<file path="src/rtl/cmp_out_unit.sv">
module cmp_out_unit #(
  parameter int W = 16
) (
  input  logic         clk,
  input  logic         rst_n,
  input  logic [W-1:0] tmr_val,
  input  logic         cmp_wr_en,
  input  logic [W-1:0] cmp_wr_data,
  input  logic         mode_wr_en,
  input  logic [3:0]   mode_wr_data,
  input  logic         flag_clr,
  output logic         cmp_out,
  output logic         evt_flag
);
  localparam logic [3:0] M_OFF  = 4'b0000;
  localparam logic [3:0] M_TOG  = 4'b0010;
  localparam logic [3:0] M_LOW  = 4'b1000;
  localparam logic [3:0] M_HIGH = 4'b1001;
  localparam logic [3:0] M_FLAG = 4'b1010;

  logic [W-1:0] cmp_q;
  logic [3:0]   mode_q;
  logic         eq_q;
  logic         out_d;

  wire eq    = (tmr_val == cmp_q);
  wire armed = (mode_q == M_TOG) || (mode_q == M_LOW) ||
               (mode_q == M_HIGH) || (mode_q == M_FLAG);
  wire hit   = eq && !eq_q && armed && !mode_wr_en;

  always_comb begin
    out_d = cmp_out;
    if (mode_wr_en) begin
      case (mode_wr_data)
        M_OFF:   out_d = 1'b0;
        M_LOW:   out_d = 1'b1;
        M_HIGH:  out_d = 1'b0;
        default: out_d = cmp_out;
      endcase
    end else if (hit) begin
      case (mode_q)
        M_LOW:   out_d = 1'b0;
        M_HIGH:  out_d = 1'b1;
        M_TOG:   out_d = !cmp_out;
        default: out_d = cmp_out;
      endcase
    end
  end

  always_ff @(posedge clk) begin
    if (!rst_n) begin
      cmp_q    <= '0;
      mode_q   <= M_OFF;
      eq_q     <= 1'b0;
      cmp_out  <= 1'b0;
      evt_flag <= 1'b0;
    end else begin
      if (cmp_wr_en)  cmp_q  <= cmp_wr_data;
      if (mode_wr_en) mode_q <= mode_wr_data;
      eq_q    <= eq;
      cmp_out <= out_d;
      if (hit)           evt_flag <= 1'b1;
      else if (flag_clr) evt_flag <= 1'b0;
    end
  end

  a_r9_preset_low_mode: assert property (@(posedge clk) disable iff (!rst_n)
    (mode_wr_en && mode_wr_data == M_LOW) |=> cmp_out);
  a_r10_off_forces_low: assert property (@(posedge clk) disable iff (!rst_n)
    (mode_wr_en && mode_wr_data == M_OFF) |=> !cmp_out);
  a_r8_flag_sticky: assert property (@(posedge clk) disable iff (!rst_n)
    (evt_flag && !flag_clr) |=> evt_flag);
  a_r6_flag_mode_holds_out: assert property (@(posedge clk) disable iff (!rst_n)
    (mode_q == M_FLAG && !mode_wr_en) |=> $stable(cmp_out));
  a_r12_held_equal_quiet: assert property (@(posedge clk) disable iff (!rst_n)
    (eq && eq_q && !mode_wr_en && !flag_clr) |=> ($stable(cmp_out) && $stable(evt_flag)));
  a_r3_high_on_match: assert property (@(posedge clk) disable iff (!rst_n)
    (mode_q == M_HIGH && eq && !eq_q && !mode_wr_en) |=> (cmp_out && evt_flag));
endmodule

</file>
<file path="config.mk">
export PLATFORM = sky130hd
export DESIGN_NAME = cmp_out_unit
export DESIGN_NICKNAME = d
export VERILOG_FILES = /design/src/rtl/cmp_out_unit.sv
export SDC_FILE = /design/constraint.sdc
export NUM_CORES = 1
export LEC_CHECK = 0
export ABC_CLOCK_PERIOD_IN_PS = 1800
export BUFFER_PORTS_ARGS = -buffer_cell sky130_fd_sc_hd__buf_2
export CORE_ASPECT_RATIO = 1.4
export CORE_UTILIZATION = 25
export CTS_CLUSTER_SIZE = 24
export DETAILED_ROUTE_END_ITERATION = 6
export PLACE_DENSITY = 0.45
export SYNTH_ARGS = -nofsm -noshare
export SYNTH_HDL_FRONTEND = slang
export SYNTH_SLANG_ARGS = --single-unit
</file>
<file path="constraint.sdc">
create_clock -name clk -period 1.8 [get_ports clk]
set_clock_uncertainty 0.2 [all_clocks]
set_input_delay 0.18 -clock clk [delete_from_list [all_inputs] [get_ports clk]]
set_output_delay 0.18 -clock clk [all_outputs]
set_load 0.02 [all_outputs]
</file>
==> results.py, run 1 <==
metrics = {
    "layout": {
        "diodes": 0,
        "nNetsFinal": 206,
        "design_area_um2": 1570,
        "most-common-layout-cells": "buf_2 (42), nor2b_1 (24), dfxtp_1 (23), mux2i_1 (21), xnor2_1 (16)",
        "final_layout_size_suffix_gt1_share_pct": 28.7,
        "fin_cells": 224,
        "mostFrequentLayoutCell": "buf_2",
        "syn2layout_area_growth_pct": 40.0,
    },
    "clock_network": {
        "cts_tree": "yes",
        "post-cts-setup-buffers": 0,
        "cts_num_sinks": 23,
        "cts_made_buffers": 3,
        "clkLatencyLatePin_ns": 0.25,
        "cts_hold_buf": 13,
        "path_clk_slew_ns": 0.07,
        "clockBufferDepth": 2,
        "cts_max_level": 1,
        "post_cts_resize_count": 0,
        "cts_root_buf": "clkbuf_8",
    },
    "placed_design": {
        "placed_area_um2": 1380,
        "place_congestion": 0.741,
        "dp_hpwl_mm": 1.87,
        "place_inst": 206,
        "port_buffers": 42,
    },
    "min_path": {
        "hold_depth": 3,
        "hp-start": "cmp_wr_data[12]",
        "hold_class": "primary input to flip-flop",
        "whs_endpoint": "cmp_q[12]",
    },
    "synthesis": {
        "synth_top_area_cell": "dfxtp_1",
        "ys_types": 22,
        "synth.avg_cell_area_um2": 10.3,
        "syn-num-nets": 150,
        "synthesis.area_um2": 1120,
        "netlist_instances": 109,
        "ys_seq_elements": 23,
        "synth_top_area_share_pct": 41.2,
        "yosys-top-cells-area": "dfxtp_1 (41%), mux2i_1 (19%), nor2b_1 (13%)",
        "ys_warn_count": 0,
        "ys_seq_area_share_pct": 41.2,
    },
    "routing": {
        "first_pass_iters": 2,
        "ant_nets": 0,
        "viasPerCell": 4.12,
        "drc": 0,
        "drt_wl_total_mm": 2.47,
        "vias": 922,
        "drt_iter0_drc": 5,
        "wl_per_cell_um": 11.0,
    },
    "global_routing": {
        "grt_pass1_wl_mm": 3.96,
        "grt_max_degree": 25,
        "grt.total_usage_pct": 11.0,
        "antenna_found_initial": 0,
        "grt.overflow.total": 0,
        "grt_pass1_vias": 952,
    },
    "worst_setup_path": {
        "criticalPathCategory": "flip-flop to flip-flop",
        "cp.required_ns": 1.74,
        "crit_fanout": 3,
        "r2r-end": "cmp_out",
        "startpoint_type": "flip-flop",
        "rr_startpoint": "cmp_q[14]",
        "setup.worst_path.end_class": "flip-flop",
        "reg2reg_depth": 5,
        "reg2reg_slack_ns": 0.21,
        "arrival_ns": 1.54,
    },
    "power": {
        "p_total_mw": 1.05,
        "pwr-share-clk_pct": 29.1,
        "p_comb_share_pct": 18.3,
        "p_leak_nw": 0.663,
        "power_frac_seq_pct": 52.6,
        "power_density_nw_per_um2": 673,
        "internal_power_mw": 0.812,
        "max-vdd-ir-drop_uv": 329,
        "sw_frac_of_total_pct": 23.0,
        "p_sw_mw": 0.243,
    },
    "timing": {
        "rsz0062_at_grt": "no",
        "finalSetupTns_ns": 0,
        "setup_viol": 0,
        "tightest_slew_ns": 0.487,
        "slew_headroom_pct": 67.5,
        "hold_viol": 1,
        "min_period_ns": 1.59,
        "whs_ns": -0.00235,
        "slew_viol_final": 0,
        "fmax_ghz": 0.627,
        "min_period_over_period_pct": 88.6,
    },
    "floorplanning": {
        "die-area_um2": 4750,
        "core_um2": 4270,
        "io_pins": 43,
        "die_x_um": 58.5,
        "fp.dieH_um": 81.1,
        "rows": 28,
        "start_util_pct": 26.2,
    },
    "outcome": {
        "status": "complete, but fails checks",
        "violations": "hold timing",
    },
    "flow_run": {
        "drv_cap": 0,
    },
}
==> sequential cells by signal, indices dropped and copies added, names as in the netlist <==
name and count:
cmp_q 16, evt_flag 1, mode_q 4, cmp_out 1, eq_q 1
==> layer usage <==
metal,GRT usage [%],part of all wire (%),vias up
li1,-,-,479
met1,11.1,39,425
met2,21.3,57,16
met3,2.23,3.4,2
met4,5.00,0.85,0
met5,0,0,-
==> area by class of cell <==
type,instances,area (um^2)
fill,483,2710
multi-input combinational,80,632
sequential,23,460
timing repair buffer,56,350
tap,60,75.1
clock buffer,4,45.0
inverter,1,3.75
==> worst max-delay path by stage <==
| stage | cells after the start | endpoint | slack [ns] | startpoint |
|---|---|---|---|---|
| after floorplan | 5 | cmp_out | 0.37 | cmp_q[14] |
| after global placement | 5 | cmp_out | 0.23 | cmp_q[14] |
| after CTS | 5 | cmp_out | 0.18 | cmp_q[14] |
| final | 5 | cmp_out | 0.21 | cmp_q[14] |
| after detailed placement | 5 | cmp_out | 0.20 | cmp_q[2] |
| after global routing | 5 | cmp_out | 0.06 | cmp_q[14] |
==> power by group through the flow <==
stage	Combinational, mW	Clock [mW]	Sequential, mW
after floorplan	0.109	0	0.563
after global placement	0.170	0	0.566
after detailed placement	0.173	0	0.567
after CTS	0.196	0.325	0.555
after global routing	0.214	0.349	0.559
final	0.193	0.307	0.555
==> critical path, cell delays in order (launching register included) <==
cell and delay [ns]:
dfxtp_1 0.33, xnor2_1 0.16, nand4_1 0.15, nor4_2 0.38
a21oi_1 0.13, mux2i_1 0.14
==> cells by family (layout without fill, tap and decap cells) <==
| logic type | count (synthesis) | count (layout) | share of synthesized area (%) |
|---|---|---|---|
| xor gates and xnor gates | 16 | 16 | 12.5 |
| and+or+nand+nor | 36 | 36 | 20.6 |
| muxes | 21 | 21 | 18.8 |
| AOI/OAI and AO/OA | 7 | 7 | 4.59 |
| DFF | 23 | 23 | 41.2 |
| buffers and inverters | 6 | 61 | 2.35 |
==> cells in the mapped netlist <==
cell type / number
nor2b_1: 24
dfxtp_1: 23
mux2i_1: 21
xnor2_1: 16
nand4_1: 4
buf_2: 3
clkbuf_1: 2
nand2_1: 2
a21boi_1: 1
a21oi_1: 1
a22oi_1: 1
and2_2: 1
inv_1: 1
nand2b_1: 1
nor3_1: 1
nor3b_1: 1
nor4_2: 1
nor4b_1: 1
o211ai_1: 1
o21a_1: 1
o31ai_1: 1
o41ai_1: 1
==> metrics by stage <==
| stage | utilization [%] | setup slack, ns | hold WS (ns) |
|---|---|---|---|
| 2_1_floorplan | - | 0.374 | 0.108 |
| 6_report | 36.7 | 0.205 | -0.00235 |
| 4_1_cts | 36.4 | 0.179 | 0.00175 |
| 3_3_place_gp | 32.3 | 0.229 | 0.240 |
| 3_5_place_dp | 32.3 | 0.200 | 0.250 |
| 5_1_grt | 36.7 | 0.0587 | 0.000817 |
Note: power is estimated with default switching activity, not from simulation.
==> inputs of run 2 (changes only) <==
--- a/config.mk
+++ b/config.mk
@@ -5,8 +5,9 @@
 export SDC_FILE = /design/constraint.sdc
 export NUM_CORES = 1
 export LEC_CHECK = 0
-export ABC_CLOCK_PERIOD_IN_PS = 1800
+export ABC_CLOCK_PERIOD_IN_PS = 2050
 export BUFFER_PORTS_ARGS = -buffer_cell sky130_fd_sc_hd__buf_2
+export CAP_MARGIN = 20
 export CORE_ASPECT_RATIO = 1.4
 export CORE_UTILIZATION = 25
 export CTS_CLUSTER_SIZE = 24
==> constraint.sdc (replaced) <==
create_clock -name clk -period 2.05 [get_ports clk]
set_clock_uncertainty 0.2 [all_clocks]
set_input_delay 0.205 -clock clk [delete_from_list [all_inputs] [get_ports clk]]
set_output_delay 0.205 -clock clk [all_outputs]
set_load 0.02 [all_outputs]
==> run 2 against run 1 <==
Compared with the run above:
- the flow now finishes without violations
- combinational power decreased by 18%
- cell count fell by 3.1%
- core utilization decreased by 1.6 points
- non-clock buffer count is 7 lower
- global-route usage down 0.31 points
- first-iteration DRC count increased by 120%
- clock power fell by 10%
- worst setup slack better by 0.26 ns
- design area fell by 4.4%
- clock-buffer cell count shrank 1
==> results.py, run 2 (same netlist as run 1, synthesis figures left out) <==
metrics = {
    "placed_design": {
        "port_buffers": 42,
        "place_inst": 206,
        "place_congestion": 0.727,
        "dp_hpwl_mm": 1.81,
    },
    "timing": {
        "finalSetupTns_ns": 0,
        "rsz0062_at_grt": "no",
        "fmax_ghz": 0.631,
        "slew_viol_final": 0,
        "min_period_ns": 1.59,
        "min_period_over_period_pct": 77.3,
        "hold_viol": 0,
        "slew_headroom_pct": 67.9,
        "tightest_slew_ns": 0.481,
        "setup_viol": 0,
    },
    "routing": {
        "vias": 886,
        "ant_nets": 0,
        "drt_wl_total_mm": 2.32,
        "viasPerCell": 4.08,
        "wl_per_cell_um": 10.7,
        "drt_iter0_drc": 11,
        "drc": 0,
        "first_pass_iters": 2,
    },
    "layout": {
        "area.sequential_um2": 460,
        "post-route-util_pct": 35.0,
        "syn2layout_area_growth_pct": 33.9,
        "regMostFlops": "cmp_q",
        "largestRegisters": "cmp_q (16), mode_q (4)",
        "diodes": 0,
        "nNetsFinal": 199,
        "final_layout_size_suffix_gt1_share_pct": 30.6,
        "most-common-layout-cells": "buf_2 (42), nor2b_1 (24), dfxtp_1 (23), mux2i_1 (21), xnor2_1 (16)",
        "nFillCells": 460,
        "fin_cells": 217,
        "largest_register_ffs": 16,
        "multi_input_area_um2": 632,
        "mostFrequentLayoutCell": "buf_2",
    },
    "clock_network": {
        "cts_num_sinks": 23,
        "cts_root_buf": "clkbuf_8",
        "cts_hold_buf": 7,
        "cts_max_level": 1,
        "post_cts_resize_count": 0,
        "path_clk_slew_ns": 0.08,
        "clockBufferDepth": 2,
        "cts_made_buffers": 3,
        "clkLatencyLatePin_ns": 0.26,
        "cts_tree": "yes",
        "post-cts-setup-buffers": 0,
    },
    "flow_run": {
        "drv_cap": 0,
    },
    "worst_setup_path": {
        "slowest_stage": "nor4_2",
        "crit_chain": "xnor2_1 -> nand4_1 -> nor4_2 -> o211ai_1 -> a21boi_1",
        "cp.required_ns": 2.04,
        "setup.worst_path.end_class": "flip-flop",
        "reg2reg_depth": 5,
        "r2r-end": "evt_flag",
        "slowest_delay_ns": 0.36,
        "startpoint_type": "flip-flop",
        "crit_fanout": 3,
        "criticalPathCategory": "flip-flop to flip-flop",
        "arrival_ns": 1.58,
        "reg2reg_slack_ns": 0.46,
        "rr_startpoint": "cmp_q[14]",
    },
    "power": {
        "max-vdd-ir-drop_uv": 305,
        "p_total_mw": 0.921,
        "p_leak_nw": 0.637,
        "power_density_nw_per_um2": 615,
    },
    "floorplanning": {
        "die-area_um2": 4750,
        "core_um2": 4270,
        "rows": 28,
        "start_util_pct": 26.2,
        "fp.dieH_um": 81.1,
        "die_x_um": 58.5,
        "io_pins": 43,
    },
    "global_routing": {
        "grt.total_usage_pct": 10.7,
        "grt_max_degree": 25,
        "grt.overflow.total": 0,
        "antenna_found_initial": 0,
        "grt_pass1_wl_mm": 3.76,
        "grt_pass1_vias": 860,
    },
    "min_path": {
        "whs_endpoint": "cmp_q[13]",
        "hold_depth": 3,
        "hp-start": "cmp_wr_data[13]",
        "hold_class": "primary input to flip-flop",
    },
    "outcome": {
        "status": "complete, no violations",
    },
}
## run 2: per-layer routing
metal | part of all wire [%] | wire, um | track usage [%] | up-vias
met5 | 0 | 0 | 0 | -
met3 | 3.1 | 73 | 2.07 | 2
met4 | 0.90 | 21 | 5.00 | 0
met1 | 44 | 1020 | 12.3 | 402
li1 | - | - | - | 466
met2 | 52 | 1200 | 19.0 | 16
## run 2: worst max-delay path by stage
stage	slack [ns]	depth (start not counted)	start	end
after global routing	0.32	5	cmp_q[14]	evt_flag
after detailed placement	0.42	5	cmp_q[10]	evt_flag
after floorplan	0.62	5	cmp_q[14]	cmp_out
after global placement	0.44	5	cmp_q[14]	evt_flag
after CTS	0.40	5	cmp_q[10]	evt_flag
final	0.46	5	cmp_q[14]	evt_flag
## run 2: cell type report
cell class,count,area share (%)
repair buffers,49,18.7
clock inverters,1,0.334
multi-input cells,80,42.2
inverters,1,0.251
clock buffers,3,2.76
flip-flops and latches,23,30.7
well taps,60,5.01
## run 2: per-stage QoR
step                cell area, um^2  hold WS, ns  setup WS (ns)
floorplan                      1120        0.133          0.624
global placement               1380        0.263          0.443
detailed placement             1380        0.267          0.423
CTS                            1500      0.00180          0.404
global route                   1500      0.00223          0.315
finish                         1500     0.000827          0.465
## run 2: power breakdown
part / switching, mW / internal, mW / total (mW)
Sequential: 0.0165 / 0.471 / 0.487
Combinational: 0.0624 / 0.0954 / 0.158
Clock: 0.140 / 0.135 / 0.276
Total: 0.219 / 0.701 / 0.921
## run 2: worst max-delay path, delay by kind of cell, from the launching register on
| family | cells | cell delay (ns) |
|---|---|---|
| compound gates | 2 | 0.33 |
| xor+xnor | 1 | 0.16 |
| flops | 1 | 0.33 |
| simple gates | 2 | 0.50 |
==> inputs of run 3 (changes only) <==
--- a/config.mk
+++ b/config.mk
@@ -5,14 +5,14 @@
 export SDC_FILE = /design/constraint.sdc
 export NUM_CORES = 1
 export LEC_CHECK = 0
-export ABC_CLOCK_PERIOD_IN_PS = 2050
+export ABC_CLOCK_PERIOD_IN_PS = 1410
 export BUFFER_PORTS_ARGS = -buffer_cell sky130_fd_sc_hd__buf_2
 export CAP_MARGIN = 20
 export CORE_ASPECT_RATIO = 1.4
 export CORE_UTILIZATION = 25
 export CTS_CLUSTER_SIZE = 24
 export DETAILED_ROUTE_END_ITERATION = 6
-export PLACE_DENSITY = 0.45
+export PLACE_DENSITY = 0.47
 export SYNTH_ARGS = -nofsm -noshare
 export SYNTH_HDL_FRONTEND = slang
 export SYNTH_SLANG_ARGS = --single-unit
==> constraint.sdc (replaced) <==
create_clock -name clk -period 1.41 [get_ports clk]
set_clock_uncertainty 0.2 [all_clocks]
set_input_delay 0.141 -clock clk [delete_from_list [all_inputs] [get_ports clk]]
set_output_delay 0.141 -clock clk [all_outputs]
set_load 0.02 [all_outputs]
==> run 3 against run 2 <==
Compared with the run above:
- register-to-register slack got worse by 0.58 ns
- the flow now finishes with violations (setup timing)
- critical endpoint is now cmp_out
- first-iteration DRC count fell by 9.1%
- design area rose by 16%
- routed wire length rose by 10%
- flip-flop and latch count did not move
- critical path type unchanged
- non-clock buffer count rose by 17
- sequential power rose by 47%
- die area did not move
- sequential share of layout area fell by 3.6 points
- worst hold slack improved by 0.012 ns
==> results.py, run 3 (same netlist as run 1, synthesis figures left out) <==
metrics = {
    "outcome": {
        "status": "complete, but fails checks",
        "violations": "setup timing",
    },
    "worst_setup_path": {
        "cp.depth": 5,
        "crit_buf_inv": 0,
        "arrival_ns": 1.48,
        "setup.worst_path.end_class": "flip-flop",
        "slowest_stage": "dfxtp_2",
        "startpoint_type": "flip-flop",
        "reg2reg_depth": 5,
        "crit_chain": "xnor2_2 -> nand4_1 -> nor4_4 -> a21oi_1 -> mux2i_1",
        "criticalPathCategory": "flip-flop to flip-flop",
        "cp.required_ns": 1.36,
        "crit_fanout": 3,
        "cp-startpoint": "cmp_q[8]",
        "slowest_delay_ns": 0.34,
        "crit_family": "simple AND/OR/NAND/NOR gates",
        "rr_startpoint": "cmp_q[8]",
    },
    "floorplanning": {
        "rows": 28,
        "core_um2": 4270,
        "die_x_um": 58.5,
        "start_util_pct": 26.2,
        "die-area_um2": 4750,
        "io_pins": 43,
        "fp.dieH_um": 81.1,
    },
    "global_routing": {
        "grt.overflow.total": 0,
        "met3_usage_pct": 1.59,
        "grt_pass1_vias": 920,
        "antenna_found_initial": 0,
        "met2_usage_pct": 20.1,
        "top_usage_layer": "met2",
        "grt_pass1_wl_mm": 4.02,
        "grt.total_usage_pct": 11.2,
        "grt_max_degree": 25,
        "use_met1_pct": 13.0,
    },
    "power": {
        "max-vdd-ir-drop_uv": 415,
        "power_frac_seq_pct": 50.5,
        "sw_frac_of_total_pct": 24.0,
        "pwr-share-clk_pct": 28.8,
        "p_sw_mw": 0.340,
        "internal_power_mw": 1.07,
        "p_leak_nw": 0.758,
        "power_density_nw_per_um2": 814,
        "p_comb_share_pct": 20.7,
    },
    "flow_run": {
        "drv_cap": 0,
    },
    "placed_design": {
        "place_inst": 210,
        "place_congestion": 0.675,
        "dp_hpwl_mm": 1.94,
        "pre_cts_ws_ns": -0.223,
        "port_buffers": 42,
    },
    "clock_network": {
        "path_clk_slew_ns": 0.08,
        "cts_root_buf": "clkbuf_8",
        "clockBufferDepth": 2,
        "cts_num_sinks": 23,
        "cts_made_buffers": 3,
        "clkLatencyLatePin_ns": 0.26,
        "cts_tree": "yes",
        "cts_max_level": 1,
        "post-cts-setup-buffers": 0,
    },
    "layout": {
        "nNetsFinal": 216,
        "regMostFlops": "cmp_q",
        "diodes": 0,
        "mostFrequentLayoutCell": "buf_2",
        "syn2layout_area_growth_pct": 55.1,
        "largestRegisters": "cmp_q (16), mode_q (4)",
        "final_layout_size_suffix_gt1_share_pct": 37.9,
        "largest_register_ffs": 16,
        "most-common-layout-cells": "buf_2 (42), nor2b_1 (23), mux2i_1 (21), dlygate4sd3_1 (20), dfxtp_1 (15)",
        "fin_cells": 234,
    },
    "min_path": {
        "hp-start": "mode_wr_data[1]",
        "hold_depth": 3,
        "hold_class": "primary input to flip-flop",
    },
    "routing": {
        "drt_wl_total_mm": 2.56,
        "wl_per_cell_um": 10.9,
        "first_pass_iters": 3,
        "drc": 0,
        "viasPerCell": 4.09,
        "drt_iter0_drc": 10,
        "vias": 958,
        "ant_nets": 0,
    },
    "timing": {
        "fmax_ghz": 0.655,
        "tightest_slew_ns": 0.385,
        "slew_viol_final": 0,
        "hold_viol": 0,
        "rsz0062_at_grt": "yes",
        "slew_headroom_pct": 74.0,
        "min_period_over_period_pct": 108,
        "min_period_ns": 1.53,
        "setup_slack_ns": -0.116,
        "setup_viol": 2,
    },
}
run 3: cell count changes in the layout (fill, tap and decap cells not counted), moves of 3 or more:
cell,previous run,this run
dfxtp_2,0,8
xnor2_2,0,6
dfxtp_1,23,15
buf_4,0,3
dlygate4sd3_1,7,20
xnor2_1,16,10
run 3: tightest hold or removal path, cell delays in order:
cell and delay, ns:
buf_2 0.10, mux2i_1 0.07, nor2b_1 0.12
run 3: layer usage:
layer	up-vias	wire (um)
li1	503	-
met1	433	1120
met2	20	1350
met3	2	72
met4	0	23
met5	-	0
run 3: power by group through the flow:
stage / logic, mW / clock network [mW] / registers (mW)
after floorplan: 0.139 / 0 / 0.720
after global placement: 0.234 / 0 / 0.723
after detailed placement: 0.236 / 0 / 0.724
after CTS: 0.284 / 0.424 / 0.711
after global routing: 0.321 / 0.451 / 0.718
final: 0.292 / 0.408 / 0.714
run 3: stage by stage:
step	setup TNS [ns]	power, mW	cell area [um^2]	hold WS [ns]	util [%]
6_report	-0.199	1.41	1740	0.0126	40.6
5_1_grt	-0.479	1.49	1740	0.0388	40.6
3_5_place_dp	-0.490	0.960	1430	0.206	33.4
4_1_cts	-0.250	1.42	1690	0.0191	39.6
3_3_place_gp	-0.429	0.956	1430	0.202	33.4
2_1_floorplan	0	0.859	1120	0.0692	-
run 3: area by class of cell:
type | instances | area, um^2
fill | 457 | 2540
clock buffer | 4 | 45.0
sequential | 23 | 470
multi-input combinational | 80 | 688
timing repair buffer | 66 | 453
inverter | 1 | 3.75
tap | 60 | 75.1
run 3: repair_timing:
item | 4_1_cts | 5_1_grt
resized for setup | 6 | 7
hold endpoints to repair | 20 | 0
endpoints found under the setup margin | 3 | 3
hold buffers | 20 | 0
pin swaps | 10 | 5
run 3: final timing paths:
check | end | slack [ns]
setup reg to reg | cmp_out | -0.12
setup / recovery | cmp_out | -0.12
hold / removal | mode_q[1] | 0.01
hold reg to reg | evt_flag | 0.30
